$ cat config.mk
export PLATFORM = sky130hd
export DESIGN_NAME = isa_cycle_gen
export DESIGN_NICKNAME = d
export VERILOG_FILES = /design/src/rtl/isa_cg_pkg.sv /design/src/rtl/isa_cg_seq.sv /design/src/rtl/isa_cg_timer.sv /design/src/rtl/isa_cg_addr.sv /design/src/rtl/isa_cg_strobes.sv /design/src/rtl/isa_cycle_gen.sv
export SDC_FILE = /design/constraint.sdc
export NUM_CORES = 1
export LEC_CHECK = 0
export ABC_AREA = 1
export BUFFER_PORTS_ARGS = -buffer_cell sky130_fd_sc_hd__buf_4
export CORE_MARGIN = 1.5
export CORE_UTILIZATION = 45
export DETAILED_ROUTE_END_ITERATION = 10
export HOLD_SLACK_MARGIN = 0.15
export PLACE_DENSITY = 0.85
export SLEW_MARGIN = 20
export SYNTH_ARGS = -nofsm -noshare
export SYNTH_HDL_FRONTEND = slang
export SYNTH_HIERARCHICAL = 1
export SYNTH_SLANG_ARGS = --single-unit
$ cat constraint.sdc
create_clock -name clk_i -period 1.5 [get_ports clk_i]
set_input_delay 0.3 -clock clk_i [delete_from_list [all_inputs] [get_ports clk_i]]
set_output_delay 0.3 -clock clk_i [all_outputs]
set_load 0.01 [all_outputs]
$ cat src/rtl/isa_cg_pkg.sv
package isa_cg_pkg;

  // sequencing phases of one bus cycle
  typedef enum logic [2:0] {
    PH_IDLE  = 3'd0,
    PH_ADDR  = 3'd1,
    PH_LATCH = 3'd2,
    PH_CMD   = 3'd3,
    PH_DONE  = 3'd4
  } phase_e;

  // command kind, encoded as {memory, write}
  typedef enum logic [1:0] {
    CK_IO_RD  = 2'b00,
    CK_IO_WR  = 2'b01,
    CK_MEM_RD = 2'b10,
    CK_MEM_WR = 2'b11
  } cmd_kind_e;

  // strobe vector positions (active high inside the block)
  localparam int unsigned STB_N      = 6;
  localparam int unsigned STB_IO_RD  = 5;
  localparam int unsigned STB_IO_WR  = 4;
  localparam int unsigned STB_MEM_RD = 3;
  localparam int unsigned STB_MEM_WR = 2;
  localparam int unsigned STB_STD_RD = 1;
  localparam int unsigned STB_STD_WR = 0;

  function automatic cmd_kind_e pick_kind(input logic is_mem, input logic is_write);
    return cmd_kind_e'({is_mem, is_write});
  endfunction

  // true when no address bit at or above lim_bits is set
  function automatic logic below_limit(input logic [63:0] addr, input int unsigned lim_bits);
    logic [63:0] upper;
    upper = addr >> lim_bits;
    return (upper == 64'd0);
  endfunction

  // which strobes a cycle of this kind raises during data time
  function automatic logic [STB_N-1:0] strobe_set(input cmd_kind_e kind, input logic low_meg);
    logic [STB_N-1:0] s;
    s = '0;
    unique case (kind)
      CK_IO_RD:  s[STB_IO_RD] = 1'b1;
      CK_IO_WR:  s[STB_IO_WR] = 1'b1;
      CK_MEM_RD: begin
        s[STB_MEM_RD] = 1'b1;
        s[STB_STD_RD] = low_meg;
      end
      CK_MEM_WR: begin
        s[STB_MEM_WR] = 1'b1;
        s[STB_STD_WR] = low_meg;
      end
      default: s = '0;
    endcase
    return s;
  endfunction

endpackage

$ cat src/rtl/isa_cg_seq.sv
module isa_cg_seq
  import isa_cg_pkg::*;
(
  input  logic   clk_i,
  input  logic   rst_ni,
  input  logic   start_i,
  input  logic   finish_i,
  output phase_e phase_o,
  output logic   accept_o,
  output logic   cmd_load_o
);

  phase_e phase_q;
  phase_e phase_d;

  always_comb begin
    phase_d = phase_q;
    unique case (phase_q)
      PH_IDLE:  if (start_i) phase_d = PH_ADDR;
      PH_ADDR:  phase_d = PH_LATCH;
      PH_LATCH: phase_d = PH_CMD;
      PH_CMD:   if (finish_i) phase_d = PH_DONE;
      PH_DONE:  phase_d = PH_IDLE;
      default:  phase_d = PH_IDLE;
    endcase
  end

  always_ff @(posedge clk_i or negedge rst_ni) begin
    if (!rst_ni) phase_q <= PH_IDLE;
    else         phase_q <= phase_d;
  end

  assign phase_o    = phase_q;
  assign accept_o   = (phase_q == PH_IDLE) && start_i;
  assign cmd_load_o = (phase_q == PH_LATCH);

endmodule

$ cat src/rtl/isa_cg_timer.sv
module isa_cg_timer #(
  parameter int unsigned WAIT_STATES = 4,
  parameter int unsigned CNT_W       = 3
) (
  input  logic clk_i,
  input  logic rst_ni,
  input  logic load_i,
  input  logic active_i,
  input  logic nows_n_i,
  input  logic chrdy_i,
  output logic expire_o,
  output logic finish_o
);

  localparam logic [CNT_W-1:0] LOAD_VAL = CNT_W'(WAIT_STATES);

  logic [CNT_W-1:0] cnt_q;

  always_ff @(posedge clk_i or negedge rst_ni) begin
    if (!rst_ni)                          cnt_q <= '0;
    else if (load_i)                      cnt_q <= LOAD_VAL;
    else if (active_i && cnt_q != '0)     cnt_q <= cnt_q - 1'b1;
  end

  // timer reaches zero on command clock WAIT_STATES; channel ready gates every end
  assign expire_o = (cnt_q == '0);
  assign finish_o = active_i && chrdy_i && (expire_o || !nows_n_i);

endmodule

$ cat src/rtl/isa_cg_addr.sv
module isa_cg_addr
  import isa_cg_pkg::*;
#(
  parameter int unsigned ADDR_W       = 32,
  parameter int unsigned SA_W         = 20,
  parameter int unsigned LOW_MEG_BITS = 20
) (
  input  logic              clk_i,
  input  logic              rst_ni,
  input  logic              accept_i,
  input  logic              latch_i,
  input  logic [ADDR_W-1:0] addr_i,
  input  logic              write_i,
  input  logic              mem_i,
  output logic [SA_W-1:0]   sa_o,
  output cmd_kind_e         kind_o,
  output logic              low_meg_o
);

  logic [SA_W-1:0] sa_cur_q;
  logic [SA_W-1:0] sa_hold_q;
  cmd_kind_e       kind_q;
  logic            low_meg_q;

  always_ff @(posedge clk_i or negedge rst_ni) begin
    if (!rst_ni) begin
      sa_cur_q  <= '0;
      kind_q    <= CK_IO_RD;
      low_meg_q <= 1'b0;
    end else if (accept_i) begin
      sa_cur_q  <= addr_i[SA_W-1:0];
      kind_q    <= pick_kind(mem_i, write_i);
      low_meg_q <= below_limit(64'(addr_i), LOW_MEG_BITS);
    end
  end

  // hold register closes when the latch enable drops
  always_ff @(posedge clk_i or negedge rst_ni) begin
    if (!rst_ni)      sa_hold_q <= '0;
    else if (latch_i) sa_hold_q <= sa_cur_q;
  end

  assign sa_o      = latch_i ? sa_cur_q : sa_hold_q;
  assign kind_o    = kind_q;
  assign low_meg_o = low_meg_q;

endmodule

$ cat src/rtl/isa_cg_strobes.sv
module isa_cg_strobes
  import isa_cg_pkg::*;
(
  input  logic             cmd_live_i,
  input  cmd_kind_e        kind_i,
  input  logic             low_meg_i,
  output logic [STB_N-1:0] strobe_n_o
);

  logic [STB_N-1:0] sel;

  assign sel = strobe_set(kind_i, low_meg_i);

  for (genvar g = 0; g < STB_N; g++) begin : g_stb
    assign strobe_n_o[g] = ~(cmd_live_i & sel[g]);
  end

endmodule

$ cat src/rtl/isa_cycle_gen.sv
module isa_cycle_gen
  import isa_cg_pkg::*;
#(
  parameter int unsigned ADDR_W       = 32,
  parameter int unsigned SA_W         = 20,
  parameter int unsigned LOW_MEG_BITS = 20,
  parameter int unsigned WAIT_STATES  = 4
) (
  input  logic              clk_i,
  input  logic              rst_ni,
  input  logic              start_i,
  input  logic [ADDR_W-1:0] addr_i,
  input  logic              write_i,
  input  logic              mem_i,
  output logic              ready_o,
  output logic              bale_o,
  output logic [SA_W-1:0]   sa_o,
  output logic              iorc_n_o,
  output logic              iowc_n_o,
  output logic              mrdc_n_o,
  output logic              mwtc_n_o,
  output logic              smrdc_n_o,
  output logic              smwtc_n_o,
  input  logic              nows_n_i,
  input  logic              chrdy_i
);

  localparam int unsigned CNT_W = (WAIT_STATES < 1) ? 1 : $clog2(WAIT_STATES + 1);

  // named internal events, observed by the bound checker
  phase_e           phase;
  logic             accept;
  logic             cmd_load;
  logic             cmd_live;
  logic             tmr_expire;
  logic             cyc_finish;
  cmd_kind_e        kind;
  logic             low_meg;
  logic [STB_N-1:0] strobe_n;

  isa_cg_seq u_seq (
    .clk_i      (clk_i),
    .rst_ni     (rst_ni),
    .start_i    (start_i),
    .finish_i   (cyc_finish),
    .phase_o    (phase),
    .accept_o   (accept),
    .cmd_load_o (cmd_load)
  );

  assign cmd_live = (phase == PH_CMD);

  isa_cg_timer #(
    .WAIT_STATES (WAIT_STATES),
    .CNT_W       (CNT_W)
  ) u_timer (
    .clk_i    (clk_i),
    .rst_ni   (rst_ni),
    .load_i   (cmd_load),
    .active_i (cmd_live),
    .nows_n_i (nows_n_i),
    .chrdy_i  (chrdy_i),
    .expire_o (tmr_expire),
    .finish_o (cyc_finish)
  );

  isa_cg_addr #(
    .ADDR_W       (ADDR_W),
    .SA_W         (SA_W),
    .LOW_MEG_BITS (LOW_MEG_BITS)
  ) u_addr (
    .clk_i     (clk_i),
    .rst_ni    (rst_ni),
    .accept_i  (accept),
    .latch_i   (cmd_load),
    .addr_i    (addr_i),
    .write_i   (write_i),
    .mem_i     (mem_i),
    .sa_o      (sa_o),
    .kind_o    (kind),
    .low_meg_o (low_meg)
  );

  isa_cg_strobes u_stb (
    .cmd_live_i (cmd_live),
    .kind_i     (kind),
    .low_meg_i  (low_meg),
    .strobe_n_o (strobe_n)
  );

  assign bale_o    = (phase == PH_LATCH);
  assign ready_o   = (phase == PH_DONE);
  assign iorc_n_o  = strobe_n[STB_IO_RD];
  assign iowc_n_o  = strobe_n[STB_IO_WR];
  assign mrdc_n_o  = strobe_n[STB_MEM_RD];
  assign mwtc_n_o  = strobe_n[STB_MEM_WR];
  assign smrdc_n_o = strobe_n[STB_STD_RD];
  assign smwtc_n_o = strobe_n[STB_STD_WR];

endmodule

==> results of run 1 <==
==> metrics by stage <==
stage	TNS [ns]	area, um2	std cells	utilization (%)
after floorplan	0	2110	235	-
after detailed placement	-1.50	2780	361	62.6
final	-10.67	3450	398	77.5
after global placement	-0.385	2780	361	62.6
after global routing	-14.21	3450	398	77.5
after CTS	-9.79	3170	386	71.4
==> where the power goes <==
| group | leakage [nW] | internal, mW | switching [mW] |
|---|---|---|---|
| registers | 0.583 | 1.96 | 0.295 |
| logic | 1.04 | 2.54 | 2.47 |
| clock network | 0.0512 | 0.374 | 0.429 |
| total | 1.68 | 4.87 | 3.20 |
==> cell usage in the layout (no fill, tap or decap) <==
master          n
nor2_4          7
nand2_1        32
nor2_1         23
clkinv_2        1
nor3_4          1
dlygate4sd3_1   1
nand3_4         1
nand3_1         7
buf_8           3
nand3_2         6
nor2_2          3
ha_1            2
buf_6          18
clkbuf_16       1
mux2_4          1
nand3b_1        1
nand2_2        11
a21oi_4         2
inv_4           1
clkinv_4        1
inv_2           7
o21ai_1        16
or2_0           1
buf_4          83
o21ai_2         3
buf_12          6
nand2_4         2
a21oi_2        18
inv_1          30
nand4_1         2
clkbuf_8        6
dfrtp_1        49
==> cells in the mapped netlist <==
library cell  count
a21oi_1          10
a21oi_2          10
buf_2             3
buf_4             4
buf_6             2
dfrtp_1          49
ha_1              2
inv_1            35
inv_2             3
mux2_4            1
nand2_1          44
nand2_2           1
nand3_1          14
nand3b_1          1
nand4_1           2
nor2_1           31
nor2_2            2
nor3_1            1
o21ai_0           1
o21ai_1          18
or2_0             1
==> routing by layer <==
metal,part of all wire (%),GRT usage (%),wire length (um),up-vias
met4,1.7,6.29,102,0
met5,0,0,0,-
met3,4.3,3.80,252,9
met1,39,25.2,2310,940
li1,-,-,-,945
met2,54,37.3,3190,65
==> cells by family after synthesis <==
kind of cell	after synthesis	share of synthesized area [%]
compound gates	39	11.0
fa+ha+maj	2	1.19
buf+inv	47	9.96
mux	1	0.711
flops	49	58.1
simple gates	97	19.0
==> worst max path at each step <==
stage,end,slack [ns],cells after the start
2_1_floorplan,sa_o[17],0.02,5
3_3_place_gp,sa_o[7],-0.06,7
3_5_place_dp,sa_o[14],-0.14,7
4_1_cts,sa_o[0],-0.40,8
5_1_grt,smwtc_n_o,-0.46,8
6_report,sa_o[1],-0.40,8
==> worst min-delay path: stages <==
cell and delay, ns:
buf_4 0.08, nand2_1 0.04, nand2_1 0.05
==> layout make-up <==
type	instances	area [um2]
sequential	49	1230
timing repair buffer	112	1030
fill	307	998
multi-input combinational	139	887
inverter	38	145
clock buffer	6	82.6
tap	52	65.1
clock inverter	2	13.8
==> registers in the layout, summed over array words and instances (netlist names) <==
register,flops
u_addr/kind_o,2
u_addr/low_meg_o,1
u_addr/sa_cur_q,20
u_addr/sa_hold_q,20
u_seq/phase_o,3
u_timer/cnt_q,3
==> timing repair <==
item | CTS | global route
gates resized for setup | 47 | 49
pin swaps | 12 | 14
hold buffers | 1 | 0
gates cloned | 1 | 1
hold endpoints to repair | 49 | 0
buffers inserted | 15 | 15
setup endpoints to repair | 34 | 58
==> impl_metrics.toml, run 1 <==
[outcome]
status = "complete, but fails checks"
violations = "DRC, setup timing"

[critical_path]
worstSetupPathType = "reg -> out"
startpoint_type = "register"
critical_path.max_fanout = 8
endpoint_kind = "output pin"
r2r_start = "u_seq/phase_o[2]"
max_stage_delay_ns = 0.41
worstPathRequired_ns = 1.20
rrSetupSlack_ns = -0.26
timing.critical_path.buf_inv = 5
r2r_end = "u_seq/phase_o[1]"
reg2regPathDepth = 13
worstPathArrival_ns = 1.60
path_cells = "inv_2 > nand2_4 > nor2_4 > buf_12 > buf_12 > buf_4 > a21oi_2 > buf_4"
slowest_stage = "dfrtp_1"
critical_path.top_delay_family = "buffers and inverters"
crit_start = "u_seq/phase_o[2]"

[synth]
syn_inst = 235
synth.distinct_cells = 21
yosys-top-cells-area = "dfrtp_1 58%, nand2_1 7.8%, inv_1 6.2%"
syn-num-nets = 276
synth.cell_area_um2 = 2110
yosys_register_bits = 49
avgSynthCellArea_um2 = 8.98
yosys.area.top_type = "dfrtp_1"
seq_area_frac_synth_pct = 58.1
yosysTopAreaCellShare_pct = 58.1
yosys_warnings = 6

[detailed_routing]
dr.pass1.iters = 7
vias = 1959
drtIter0Drc = 106
drt-wirelength-per-cell_um = 14.7
drc = 1
ant_nets = 0
routed_wl_mm = 5.85
avgViaCountPerCell = 4.92

[place]
hpwl_mm = 3.16
pre_cts_ws_ns = -0.143
io_buffers = 66
place_congestion = 0.759

[global_routing]
global_route.usage.total_pct = 20.7
grt_pass1_wl_mm = 8.24
gr-total-overflow = 0
grt_pass1_vias = 1913
antenna_found_initial = 0
grt_max_degree = 50

[finish]
fin_nets = 386
antenna_cells = 0
drive_above_1_share_pct = 52.6
area_growth_pct = 63.2

[die]
die-area_um2 = 5110
coreArea_um2 = 4440
fp.dieW_um = 71.5
start_util_pct = 47.5
die_y_um = 71.5
io_pins = 67
row_count = 24

[power_and_ir_drop]
total_power_mw = 8.07
p_per_area_nw_per_um2 = 2340
ir_drop_mv = 1.30
leakage_nw = 1.68

[clocking]
clock_latency_ns = 0.30
h-tree-depth = 2
cts_max_path_buffers = 2
cts_num_sinks = 49
root_buffer = "clkbuf_8"
cts_tree = "built"
cts_buffers = 5
clkTransAtPathRegs_ns = 0.08

[hold_path]
hold_path_end = "u_addr/kind_o[0]"
hold_start = "write_i"
hold_depth = 3
hp-class = "in -> reg"

[sta]
hold_viol = 0
whs_ns = 0.204
fmaxAchievable_mhz = 525
timing.slew.headroom_pct = 59.0
setup_ws_ns = -0.405
slew_violations = 0
fin_skew_ns = 0.00990
tightest_slew_ns = 0.615
fin_crit_sh_pct = 127
period_minus_slack_ns = 1.90
rsz0062_at_grt = "yes"
setup_viol = 45

[run]
maxCapViolCount = 0
Note: power is estimated with default switching activity, not from simulation.
==> run 2, diff against run 1 <==
--- a/config.mk
+++ b/config.mk
@@ -5,7 +5,7 @@
 export SDC_FILE = /design/constraint.sdc
 export NUM_CORES = 1
 export LEC_CHECK = 0
-export ABC_AREA = 1
+export ABC_AREA = 0
 export BUFFER_PORTS_ARGS = -buffer_cell sky130_fd_sc_hd__buf_4
 export CORE_MARGIN = 1.5
 export CORE_UTILIZATION = 45
==> constraint.sdc (replaced) <==
create_clock -name clk_i -period 1.5 [get_ports clk_i]
set_input_delay 0.3 -clock clk_i [delete_from_list [all_inputs] [get_ports clk_i]]
set_output_delay 0.3 -clock clk_i [all_outputs]
set_load 0.05 [all_outputs]
==> run 2 against run 1 <==
Against the previous run: the run still ends with DRC, setup timing left; worst hold slack better by 0.019 ns; clock skew down 0.0052 ns; utilization up 2.1 points; clock power up 21%; combinational power up 28%; largest power group unchanged.
==> impl_metrics.toml, run 2 <==
[outcome]
status = "complete, but fails checks"
violations = "DRC, setup timing"

[detailed_routing]
drc = 5
ant_nets = 0
dr.pass1.iters = 7
drt-wirelength-per-cell_um = 18.9
drtIter0Drc = 96
vias = 1508
avgViaCountPerCell = 5.03
routed_wl_mm = 5.68

[synth]
yosys.area.top_type = "dfrtp_1"
seq_area_frac_synth_pct = 57.9
avgSynthCellArea_um2 = 15.5
syn-num-nets = 178
synth_edf_count = 0
yosys-top-cells-area = "dfrtp_1 58%, mux2_4 13%, mux2_2 13%"
yosys_register_bits = 49
yosys-top-cells-count = "49 x dfrtp_1, 24 x mux2_2, 18 x mux2_4"
yosys_warnings = 6
async_reset_ff_share_pct = 100
synth_ff_type = "dfrtp_1"
syn_inst = 137
synth.cell_area_um2 = 2120
yosysTopAreaCellShare_pct = 57.9
yosysMostFrequentCell = "dfrtp_1"
synth.distinct_cells = 30

[critical_path]
critical_path.top_delay_family = "buffers and inverters"
max_stage_delay_ns = 0.43
path_cells = "nor3b_4 > buf_6 > buf_12 > mux2_4 > buf_8"
worstPathArrival_ns = 1.76
startpoint_type = "register"
rrSetupSlack_ns = -0.42
timing.critical_path.buf_inv = 3
worstSetupPathType = "reg -> out"
slowest_stage = "dfrtp_2"
critical_path.max_fanout = 7
worstPathRequired_ns = 1.20
r2r_end = "u_addr/sa_cur_q[10]"
r2r_start = "u_seq/phase_o[2]"
reg2regPathDepth = 8
endpoint_kind = "output pin"

[finish]
fin_cells = 300
final_core_util_pct = 79.7
fin_nets = 288
drive_above_1_share_pct = 72.2
layout.cells.most_common = "buf_4"
top_regs = "u_addr/sa_cur_q x20, u_addr/sa_hold_q x20"
area_growth_pct = 67.3
antenna_cells = 0
final_cell_mix = "54 x buf_4, 46 x dfrtp_1, 43 x mux2_4, 35 x buf_6, 14 x buf_8"
final_area_um2 = 3540

[power_and_ir_drop]
leakage_nw = 1.70
p_per_area_nw_per_um2 = 2750
total_power_mw = 9.72
ir_drop_mv = 1.60

[global_routing]
antenna_found_initial = 0
grt_pass1_wl_mm = 8.69
global_route.usage.total_pct = 23.0
grt_pass1_vias = 1703
met3_usage_pct = 5.34
grt_max_degree = 50
gr-total-overflow = 0
gr-max-usage-layer = "met2"
gr-usage-met1_pct = 27.3
use_met2_pct = 41.7

[clocking]
cts_tree = "built"
cts_max_path_buffers = 2
clkTransAtPathRegs_ns = 0.09
h-tree-depth = 2
root_buffer = "clkbuf_8"
cts_num_sinks = 49
cts_buffers = 5
clock_latency_ns = 0.30

[sta]
rsz0062_at_grt = "yes"
fin_tns_setup_ns = -23.77
timing.slew.headroom_pct = 59.6
setup_ws_ns = -0.561
tightest_slew_ns = 0.607
setup_viol = 60
fin_crit_sh_pct = 137
period_minus_slack_ns = 2.06
fin_skew_ns = 0.00474
hold_viol = 0
slew_violations = 0
fmaxAchievable_mhz = 485

[die]
die-area_um2 = 5130
row_count = 24
fp.dieW_um = 71.6
coreArea_um2 = 4440
io_pins = 67
die_y_um = 71.6
start_util_pct = 47.6

[hold_path]
hp-class = "in -> reg"
hold_start = "mem_i"
hold_path_end = "u_addr/kind_o[1]"
hold_depth = 2

[place]
io_buffers = 66
hpwl_mm = 3.15
postPlaceCellArea_um2 = 2820
place_congestion = 0.726
placed_cells = 260

[run]
maxCapViolCount = 0
[run 2: changes by cell type after synthesis, moves of 10 or more]
cell,delta
o21ai_1,-18
nor2_1,-28
a21oi_2,-10
inv_1,-29
nand3_1,-12
mux2_4,+17
mux2_2,+24
nand2_1,-43
[run 2: timing repair]
| item | CTS | global route |
|---|---|---|
| buffers inserted | 16 | 18 |
| hold buffers | 1 | 0 |
| pin swaps | 4 | 5 |
| resized for setup | 62 | 28 |
| setup endpoints to repair | 54 | 65 |
| endpoints found under the hold margin | 49 | 0 |
| gates cloned | 3 | 0 |
[run 2: worst max-delay path by stage]
stage	startpoint	slack, ns	depth (start not counted)	endpoint
after floorplan	u_seq/phase_o[2]	-0.43	1	bale_o
after global routing	u_seq/phase_o[0]	-0.61	5	sa_o[8]
after global placement	u_seq/phase_o[2]	-0.19	4	sa_o[18]
after detailed placement	u_seq/phase_o[2]	-0.22	4	sa_o[17]
final	u_seq/phase_o[0]	-0.56	5	sa_o[8]
after CTS	u_seq/phase_o[0]	-0.54	5	sa_o[17]
[run 2: cell type report]
class | count | area (um2)
Sequential cell | 49 | 1230
Timing Repair Buffer | 108 | 1110
Multi-Input combinational cell | 77 | 996
Fill cell | 251 | 903
Clock buffer | 6 | 82.6
Tap cell | 52 | 65.1
Clock inverter | 2 | 37.5
Inverter | 6 | 22.5
[run 2: worst register-to-register path, cell delays in order, from the launching register on]
cell and delay, ns:
dfrtp_2 0.44, buf_6 0.13, buf_6 0.10, buf_6 0.11, buf_6 0.12, nor4b_4 0.27
buf_4 0.20, buf_12 0.14, mux2_4 0.30
[run 2: kinds of logic (layout without fill, tap and decap cells)]
group	Yosys count	count (layout)	synth area share, %
mux	44	44	26.5
compound gates	6	6	1.89
buf+inv	11	122	3.96
flops	49	49	57.9
simple gates	25	25	8.51
fa+ha+maj	2	2	1.18
[run 2: routing by layer]
| layer | up-vias | wire length, um |
|---|---|---|
| met1 | 741 | 2270 |
| met4 | 0 | 60 |
| met3 | 7 | 314 |
| met5 | - | 0 |
| li1 | 703 | - |
| met2 | 57 | 3040 |
[run 2: stage by stage]
step,setup slack (ns),hold slack (ns)
floorplan,-0.427,0.00441
global placement,-0.190,0.349
detailed placement,-0.224,0.354
CTS,-0.537,0.218
global route,-0.610,0.209
finish,-0.561,0.224
[run 2: power breakdown]
part / internal, mW / leakage (nW) / switching (mW)
clock: 0.542 / 0.0574 / 0.432
sequential: 1.97 / 0.593 / 0.360
combinational: 3.31 / 1.05 / 3.11
